===== config.mk =====
export PLATFORM = sky130hd
export DESIGN_NAME = line_inval_store_queue
export DESIGN_NICKNAME = d
export VERILOG_FILES = /design/src/rtl/lisq_pkg.sv /design/src/rtl/lisq_match.sv /design/src/rtl/lisq_store.sv /design/src/rtl/lisq_wrout.sv /design/src/rtl/line_inval_store_queue.sv
export SDC_FILE = /design/constraint.sdc
export NUM_CORES = 2
export LEC_CHECK = 0
export ABC_AREA = 0
export CAP_MARGIN = 10
export CORE_MARGIN = 1.5
export CORE_UTILIZATION = 55
export CTS_CLUSTER_DIAMETER = 120
export DETAILED_ROUTE_END_ITERATION = 8
export PLACE_DENSITY_LB_ADDON = 0.1
export SLEW_MARGIN = 20
export SYNTH_ARGS = -nofsm -noshare
export SYNTH_HDL_FRONTEND = slang
export SYNTH_SLANG_ARGS = --single-unit

===== constraint.sdc =====
create_clock -name clk_i -period 7.43 [get_ports clk_i]
set_input_delay 0.743 -clock clk_i [delete_from_list [all_inputs] [get_ports clk_i]]
set_output_delay 0.743 -clock clk_i [all_outputs]
set_load 0.02 [all_outputs]

===== src/rtl/lisq_pkg.sv =====
package lisq_pkg;
  localparam int ADDR_W = 32;
  localparam int DATA_W = 32;

  typedef struct packed {
    logic [ADDR_W-1:0] addr;
    logic [DATA_W-1:0] data;
  } entry_t;
endpackage


===== src/rtl/lisq_match.sv =====
module lisq_match
  import lisq_pkg::*;
#(
  parameter int DEPTH  = 8,
  parameter int LINE_W = 5,
  localparam int IDX_W = $clog2(DEPTH),
  localparam int CNT_W = $clog2(DEPTH + 1)
) (
  input  logic              clk_i,
  input  logic              rst_ni,
  input  entry_t            ents_i [DEPTH],
  input  logic [CNT_W-1:0]  count_i,
  input  logic [ADDR_W-1:0] inv_addr_i,
  output logic              hit_o,
  output logic [IDX_W-1:0]  sel_o
);
  logic [DEPTH-1:0] match;

  for (genvar g = 0; g < DEPTH; g++) begin : g_cmp
    assign match[g] = (CNT_W'(g) < count_i) &&
                      (ents_i[g].addr[ADDR_W-1:LINE_W] == inv_addr_i[ADDR_W-1:LINE_W]);
  end

  // lowest index = oldest entry wins
  always_comb begin
    hit_o = 1'b0;
    sel_o = '0;
    for (int i = DEPTH - 1; i >= 0; i--) begin
      if (match[i]) begin
        hit_o = 1'b1;
        sel_o = IDX_W'(i);
      end
    end
  end

  p_sel_in_range_r4: assert property (@(posedge clk_i) disable iff (!rst_ni)
    hit_o |-> (CNT_W'(sel_o) < count_i));
  p_sel_line_r3: assert property (@(posedge clk_i) disable iff (!rst_ni)
    hit_o |-> (ents_i[sel_o].addr[ADDR_W-1:LINE_W] == inv_addr_i[ADDR_W-1:LINE_W]));
endmodule


===== src/rtl/lisq_store.sv =====
module lisq_store
  import lisq_pkg::*;
#(
  parameter int DEPTH = 8,
  localparam int IDX_W = $clog2(DEPTH),
  localparam int CNT_W = $clog2(DEPTH + 1)
) (
  input  logic             clk_i,
  input  logic             rst_ni,
  input  logic             push_i,
  input  entry_t           push_ent_i,
  input  logic             pop_i,
  input  logic [IDX_W-1:0] pop_idx_i,
  input  logic             clr_i,
  output entry_t           ents_o [DEPTH],
  output logic [CNT_W-1:0] count_o,
  output logic             overflow_o
);
  entry_t           ents_q [DEPTH];
  entry_t           ents_d [DEPTH];
  logic [CNT_W-1:0] cnt_q, cnt_d;
  logic             full, accept, drop;

  assign full   = (cnt_q == CNT_W'(DEPTH));
  assign accept = push_i && !clr_i && !full;
  assign drop   = push_i && !clr_i && full;

  always_comb begin
    ents_d = ents_q;
    cnt_d  = cnt_q;
    if (pop_i) begin
      // close the gap, keep order
      for (int i = 0; i < DEPTH - 1; i++) begin
        if (IDX_W'(i) >= pop_idx_i) ents_d[i] = ents_q[i+1];
      end
      cnt_d = cnt_q - 1'b1;
    end
    if (accept) begin
      ents_d[cnt_d[IDX_W-1:0]] = push_ent_i;
      cnt_d = cnt_d + 1'b1;
    end
    if (clr_i) cnt_d = '0;
  end

  always_ff @(posedge clk_i or negedge rst_ni) begin
    if (!rst_ni) begin
      cnt_q      <= '0;
      overflow_o <= 1'b0;
      for (int i = 0; i < DEPTH; i++) ents_q[i] <= '0;
    end else begin
      cnt_q      <= cnt_d;
      overflow_o <= drop;
      ents_q     <= ents_d;
    end
  end

  assign ents_o  = ents_q;
  assign count_o = cnt_q;

  p_cap_r9: assert property (@(posedge clk_i) disable iff (!rst_ni)
    cnt_q <= CNT_W'(DEPTH));
  p_overflow_r9: assert property (@(posedge clk_i) disable iff (!rst_ni)
    (push_i && !clr_i && full) |=> overflow_o);
  p_discard_r8: assert property (@(posedge clk_i) disable iff (!rst_ni)
    clr_i |=> (cnt_q == '0));
  p_pop_r5: assert property (@(posedge clk_i) disable iff (!rst_ni)
    (pop_i && !clr_i && !push_i) |=> (cnt_q == $past(cnt_q) - 1'b1));
endmodule


===== src/rtl/lisq_wrout.sv =====
module lisq_wrout
  import lisq_pkg::*;
(
  input  logic              clk_i,
  input  logic              rst_ni,
  input  logic              load_i,
  input  entry_t            ent_i,
  input  logic              wr_ready_i,
  output logic              wr_valid_o,
  output logic [ADDR_W-1:0] wr_addr_o,
  output logic [DATA_W-1:0] wr_data_o
);
  always_ff @(posedge clk_i or negedge rst_ni) begin
    if (!rst_ni) begin
      wr_valid_o <= 1'b0;
      wr_addr_o  <= '0;
      wr_data_o  <= '0;
    end else if (load_i) begin
      wr_valid_o <= 1'b1;
      wr_addr_o  <= ent_i.addr;
      wr_data_o  <= ent_i.data;
    end else if (wr_ready_i) begin
      wr_valid_o <= 1'b0;
    end
  end

  p_hold_r7: assert property (@(posedge clk_i) disable iff (!rst_ni)
    (wr_valid_o && !wr_ready_i) |=> (wr_valid_o && $stable(wr_addr_o) && $stable(wr_data_o)));
  p_no_overwrite_r7: assert property (@(posedge clk_i) disable iff (!rst_ni)
    (wr_valid_o && !wr_ready_i) |-> !load_i);
endmodule


===== src/rtl/line_inval_store_queue.sv =====
module line_inval_store_queue
  import lisq_pkg::*;
#(
  parameter int DEPTH  = 8,
  parameter int LINE_W = 5
) (
  input  logic              clk_i,
  input  logic              rst_ni,
  input  logic              rec_valid_i,
  input  logic [ADDR_W-1:0] rec_addr_i,
  input  logic [DATA_W-1:0] rec_data_i,
  input  logic              rec_cacheable_i,
  input  logic              inv_valid_i,
  input  logic [ADDR_W-1:0] inv_addr_i,
  output logic              inv_ready_o,
  input  logic              discard_i,
  output logic              wr_valid_o,
  output logic [ADDR_W-1:0] wr_addr_o,
  output logic [DATA_W-1:0] wr_data_o,
  input  logic              wr_ready_i,
  output logic              overflow_o
);
  localparam int IDX_W = $clog2(DEPTH);
  localparam int CNT_W = $clog2(DEPTH + 1);

  entry_t           ents [DEPTH];
  logic [CNT_W-1:0] count;
  logic             hit, pop, push;
  logic [IDX_W-1:0] sel;
  entry_t           rec_ent;

  assign inv_ready_o = !wr_valid_o;
  assign push        = rec_valid_i && rec_cacheable_i;
  assign pop         = inv_valid_i && inv_ready_o && hit && !discard_i;
  assign rec_ent     = '{addr: rec_addr_i, data: rec_data_i};

  lisq_match #(.DEPTH(DEPTH), .LINE_W(LINE_W)) u_match (
    .clk_i, .rst_ni,
    .ents_i(ents), .count_i(count), .inv_addr_i(inv_addr_i),
    .hit_o(hit), .sel_o(sel)
  );

  lisq_store #(.DEPTH(DEPTH)) u_store (
    .clk_i, .rst_ni,
    .push_i(push), .push_ent_i(rec_ent),
    .pop_i(pop), .pop_idx_i(sel), .clr_i(discard_i),
    .ents_o(ents), .count_o(count), .overflow_o(overflow_o)
  );

  lisq_wrout u_wrout (
    .clk_i, .rst_ni,
    .load_i(pop), .ent_i(ents[sel]), .wr_ready_i(wr_ready_i),
    .wr_valid_o(wr_valid_o), .wr_addr_o(wr_addr_o), .wr_data_o(wr_data_o)
  );

  p_noncache_ignored_r2: assert property (@(posedge clk_i) disable iff (!rst_ni)
    (rec_valid_i && !rec_cacheable_i && !(inv_valid_i && inv_ready_o) && !discard_i)
      |=> $stable(count));
  p_discard_no_write_r8: assert property (@(posedge clk_i) disable iff (!rst_ni)
    (discard_i && !wr_valid_o) |=> !wr_valid_o);
  p_miss_no_write_r6: assert property (@(posedge clk_i) disable iff (!rst_ni)
    (inv_valid_i && inv_ready_o && !hit) |=> !wr_valid_o);
endmodule


==> impl_metrics.yaml <==
status:
  status: "complete, no violations"
cells_and_area:
  design_area_um2: 40500
  stdcell_count: 4335
  nFillCells: 5149
  nets: 3539
  drive_gt1_share_pct: 25.4
  area_growth_pct: 12.8
  post-route-util_pct: 62.9
clock_network:
  clkSinkCount: 582
  postCtsSetupBuffers: 0
  numCtsBuffers: 68
  clock_latency_ns: 0.62
  root_buffer: "clkbuf_16"
  clkTransAtPathRegs_ns: 0.06
  ctsResizeCount: 0
  hold_buffers: 0
  cts_tree: "yes"
  clock_path_buffers: 3
  cts.htree.levels: 3
synth:
  ys.warnings.count: 0
  netlist_area_um2: 35900
  synth_seq_cells: 582
  synth_async_sr_flop_share_pct: 100
  yosysMostFrequentCell: "mux2_2"
  synth_edf_count: 0
  yosys-top-cells-count: "mux2_2, dfrtp_1, nand2_1"
  synth.largest_area_cell: "dfrtp_1"
  synth.distinct_cells: 63
  synthCells: 3412
  synth_nets: 3520
  avgSynthCellArea_um2: 10.5
  netlist.area_leader.share_pct: 40.5
  synth_ff_type: "dfrtp_1"
  yosysSeqAreaShare_pct: 40.5
  synth_area_leaders: "dfrtp_1, mux2_2, mux2i_1, nand2_1, xor2_1"
drt:
  first_iter_violations: 2387
  routedWlPerCell_um: 28.2
  drc: 0
  num_vias: 28400
  route.final.wire_length_um: 122000
  via_per_inst: 6.56
  antenna_left: 0
  firstDrtPassIters: 6
power_and_ir_drop:
  clock_power_share_pct: 41.8
  intPower_mw: 5.90
  p_leak_nw: 19.8
  max-vdd-ir-drop_mv: 0.164
  switching_share_pct: 26.4
  powerDensity_nw_per_um2: 198
  total_power_mw: 8.02
  pwr-share-comb_pct: 13.4
  p_switching_mw: 2.12
  seqPwrFrac_pct: 44.8
worst_setup_path:
  crit_path_cell_trace: "inv_1, ha_1, nor2_1, o2111ai_1, nor4_1, nand4_1, and4b_4, o21ai_4, mux2i_1, a21oi_4, buf_4, mux2_2"
  cp_max_fo: 43
  required_ns: 7.91
  crit_start: "u_store.count_o[0]"
  worst_path_largest_cell_delay_ns: 0.71
  end_kind: "register"
  crit_type: "register to register"
  critPathArrivalTime_ns: 6.22
  slowest_stage: "buf_4"
  r2r_cells: 12
  worst_setup_path_start_kind: "register"
  r2r_slack_ns: 1.69
  reg2reg_from: "u_store.count_o[0]"
timing:
  setup_violations: 0
  fin_tns_setup_ns: 0
  rsz0062_at_grt: "no"
  whs_ns: 0.153
  fmax_mhz: 174
  fin_ws_ns: 1.69
  finClkSkew_ns: 0.0288
  period_minus_slack_ns: 5.74
  period_share_pct: 77.3
  hold_viol: 0
  slew_violations: 0
  relSlewSlack_pct: 25.4
  worst_slew_pin_slew_ns: 1.12
floorplanning:
  dieArea_um2: 66900
  dieHeight_um: 259
  initial_core_util_pct: 55.7
  num_io_pins: 170
  fp-row-count: 93
  fp.dieW_um: 259
  core-area_um2: 64500
global_route:
  grt_usage_pct: 36.3
  grt_overflow_total: 0
  grt_pass1_vias: 28800
  antenna_found_initial: 3
  grt_pass1_wl_um: 183000
  grt_start_max_net_pins: 161
placement:
  placed_cell_area_um2: 38300
  routabilityCongestion: 1.01
  placedCellCount: 4216
  portBuffers: 164
  post-dp-hpwl_um: 75800
  place_ws_ns: 1.51
worst_hold_path:
  hold_class: "primary input to async pin"
run:
  cap_violations: 0
[routing by layer]
layer / share of wire, % / wire length, um / global-route usage [%]
met5: 0 / 0 / 0
met4: 5.8 / 7110 / 21.1
met1: 41 / 49700 / 47.0
met3: 6.6 / 8020 / 5.17
met2: 47 / 57500 / 58.5
[logic make-up after synthesis]
| kind of cell | synth area share, % |
|---|---|
| and+or+nand+nor | 11.6 |
| xor gates and xnor gates | 5.34 |
| DFF | 40.5 |
| adders and majority gates | 0.174 |
| buffers and inverters | 3.54 |
| AOI/OAI and AO/OA | 8.54 |
| muxes | 30.2 |
[critical path, delay by kind of cell, from the launching register on]
kind | cells | cell delay, ns
mux | 2 | 0.71
compound gates | 3 | 1.04
simple gates | 4 | 1.86
fa+ha+maj | 1 | 0.37
buf+inv | 2 | 0.96
flops | 1 | 0.61
[power by group through the flow]
stage	registers, mW	clock network [mW]	logic [mW]
2_1_floorplan	3.58	0	0.679
3_3_place_gp	3.62	0	1.03
3_5_place_dp	3.65	0	1.06
4_1_cts	3.59	3.40	1.07
5_1_grt	3.62	3.51	1.14
6_report	3.60	3.35	1.07
[cells in the final DEF (no fill, tap or decap), drive strengths merged, types with 22 or more instances in the layout]
cell           instances
mux2i                297
nor3                  22
a21oi                 95
o2bb2ai               62
dfrtp                582
a211o                 54
nand4                107
xnor2                 88
or3b                  38
a31oi                 67
clkdlybuf4s50        163
nand2                390
nor2                 170
nor4                  48
xor2                 131
clkbuf                95
buf                   64
nor3b                 27
mux2                 701
o31ai                 23
o21ai                104
[worst max-delay path by stage]
stage                          to  slack [ns]  cells after the start
5_1_grt                  register        1.45                     12
6_report                 register        1.69                     12
2_1_floorplan  u_store.count_o[2]        3.49                     16
4_1_cts                  register        1.90                     12
3_3_place_gp             register        1.57                     11
3_5_place_dp             register        1.51                     11
[final cells by class]
type                       count  area (um^2)  area share, %
antenna                        2         5.00         0.0124
clock buffer                  95         1980           4.90
clock inverter                22          224          0.553
inverter                       5         18.8         0.0463
multi-input combinational   2547        20300           50.1
sequential                   582        14600           35.9
tap                          855         1070           2.64
timing repair buffer         227         2360           5.82
Power figures use the tool's default switching activity.
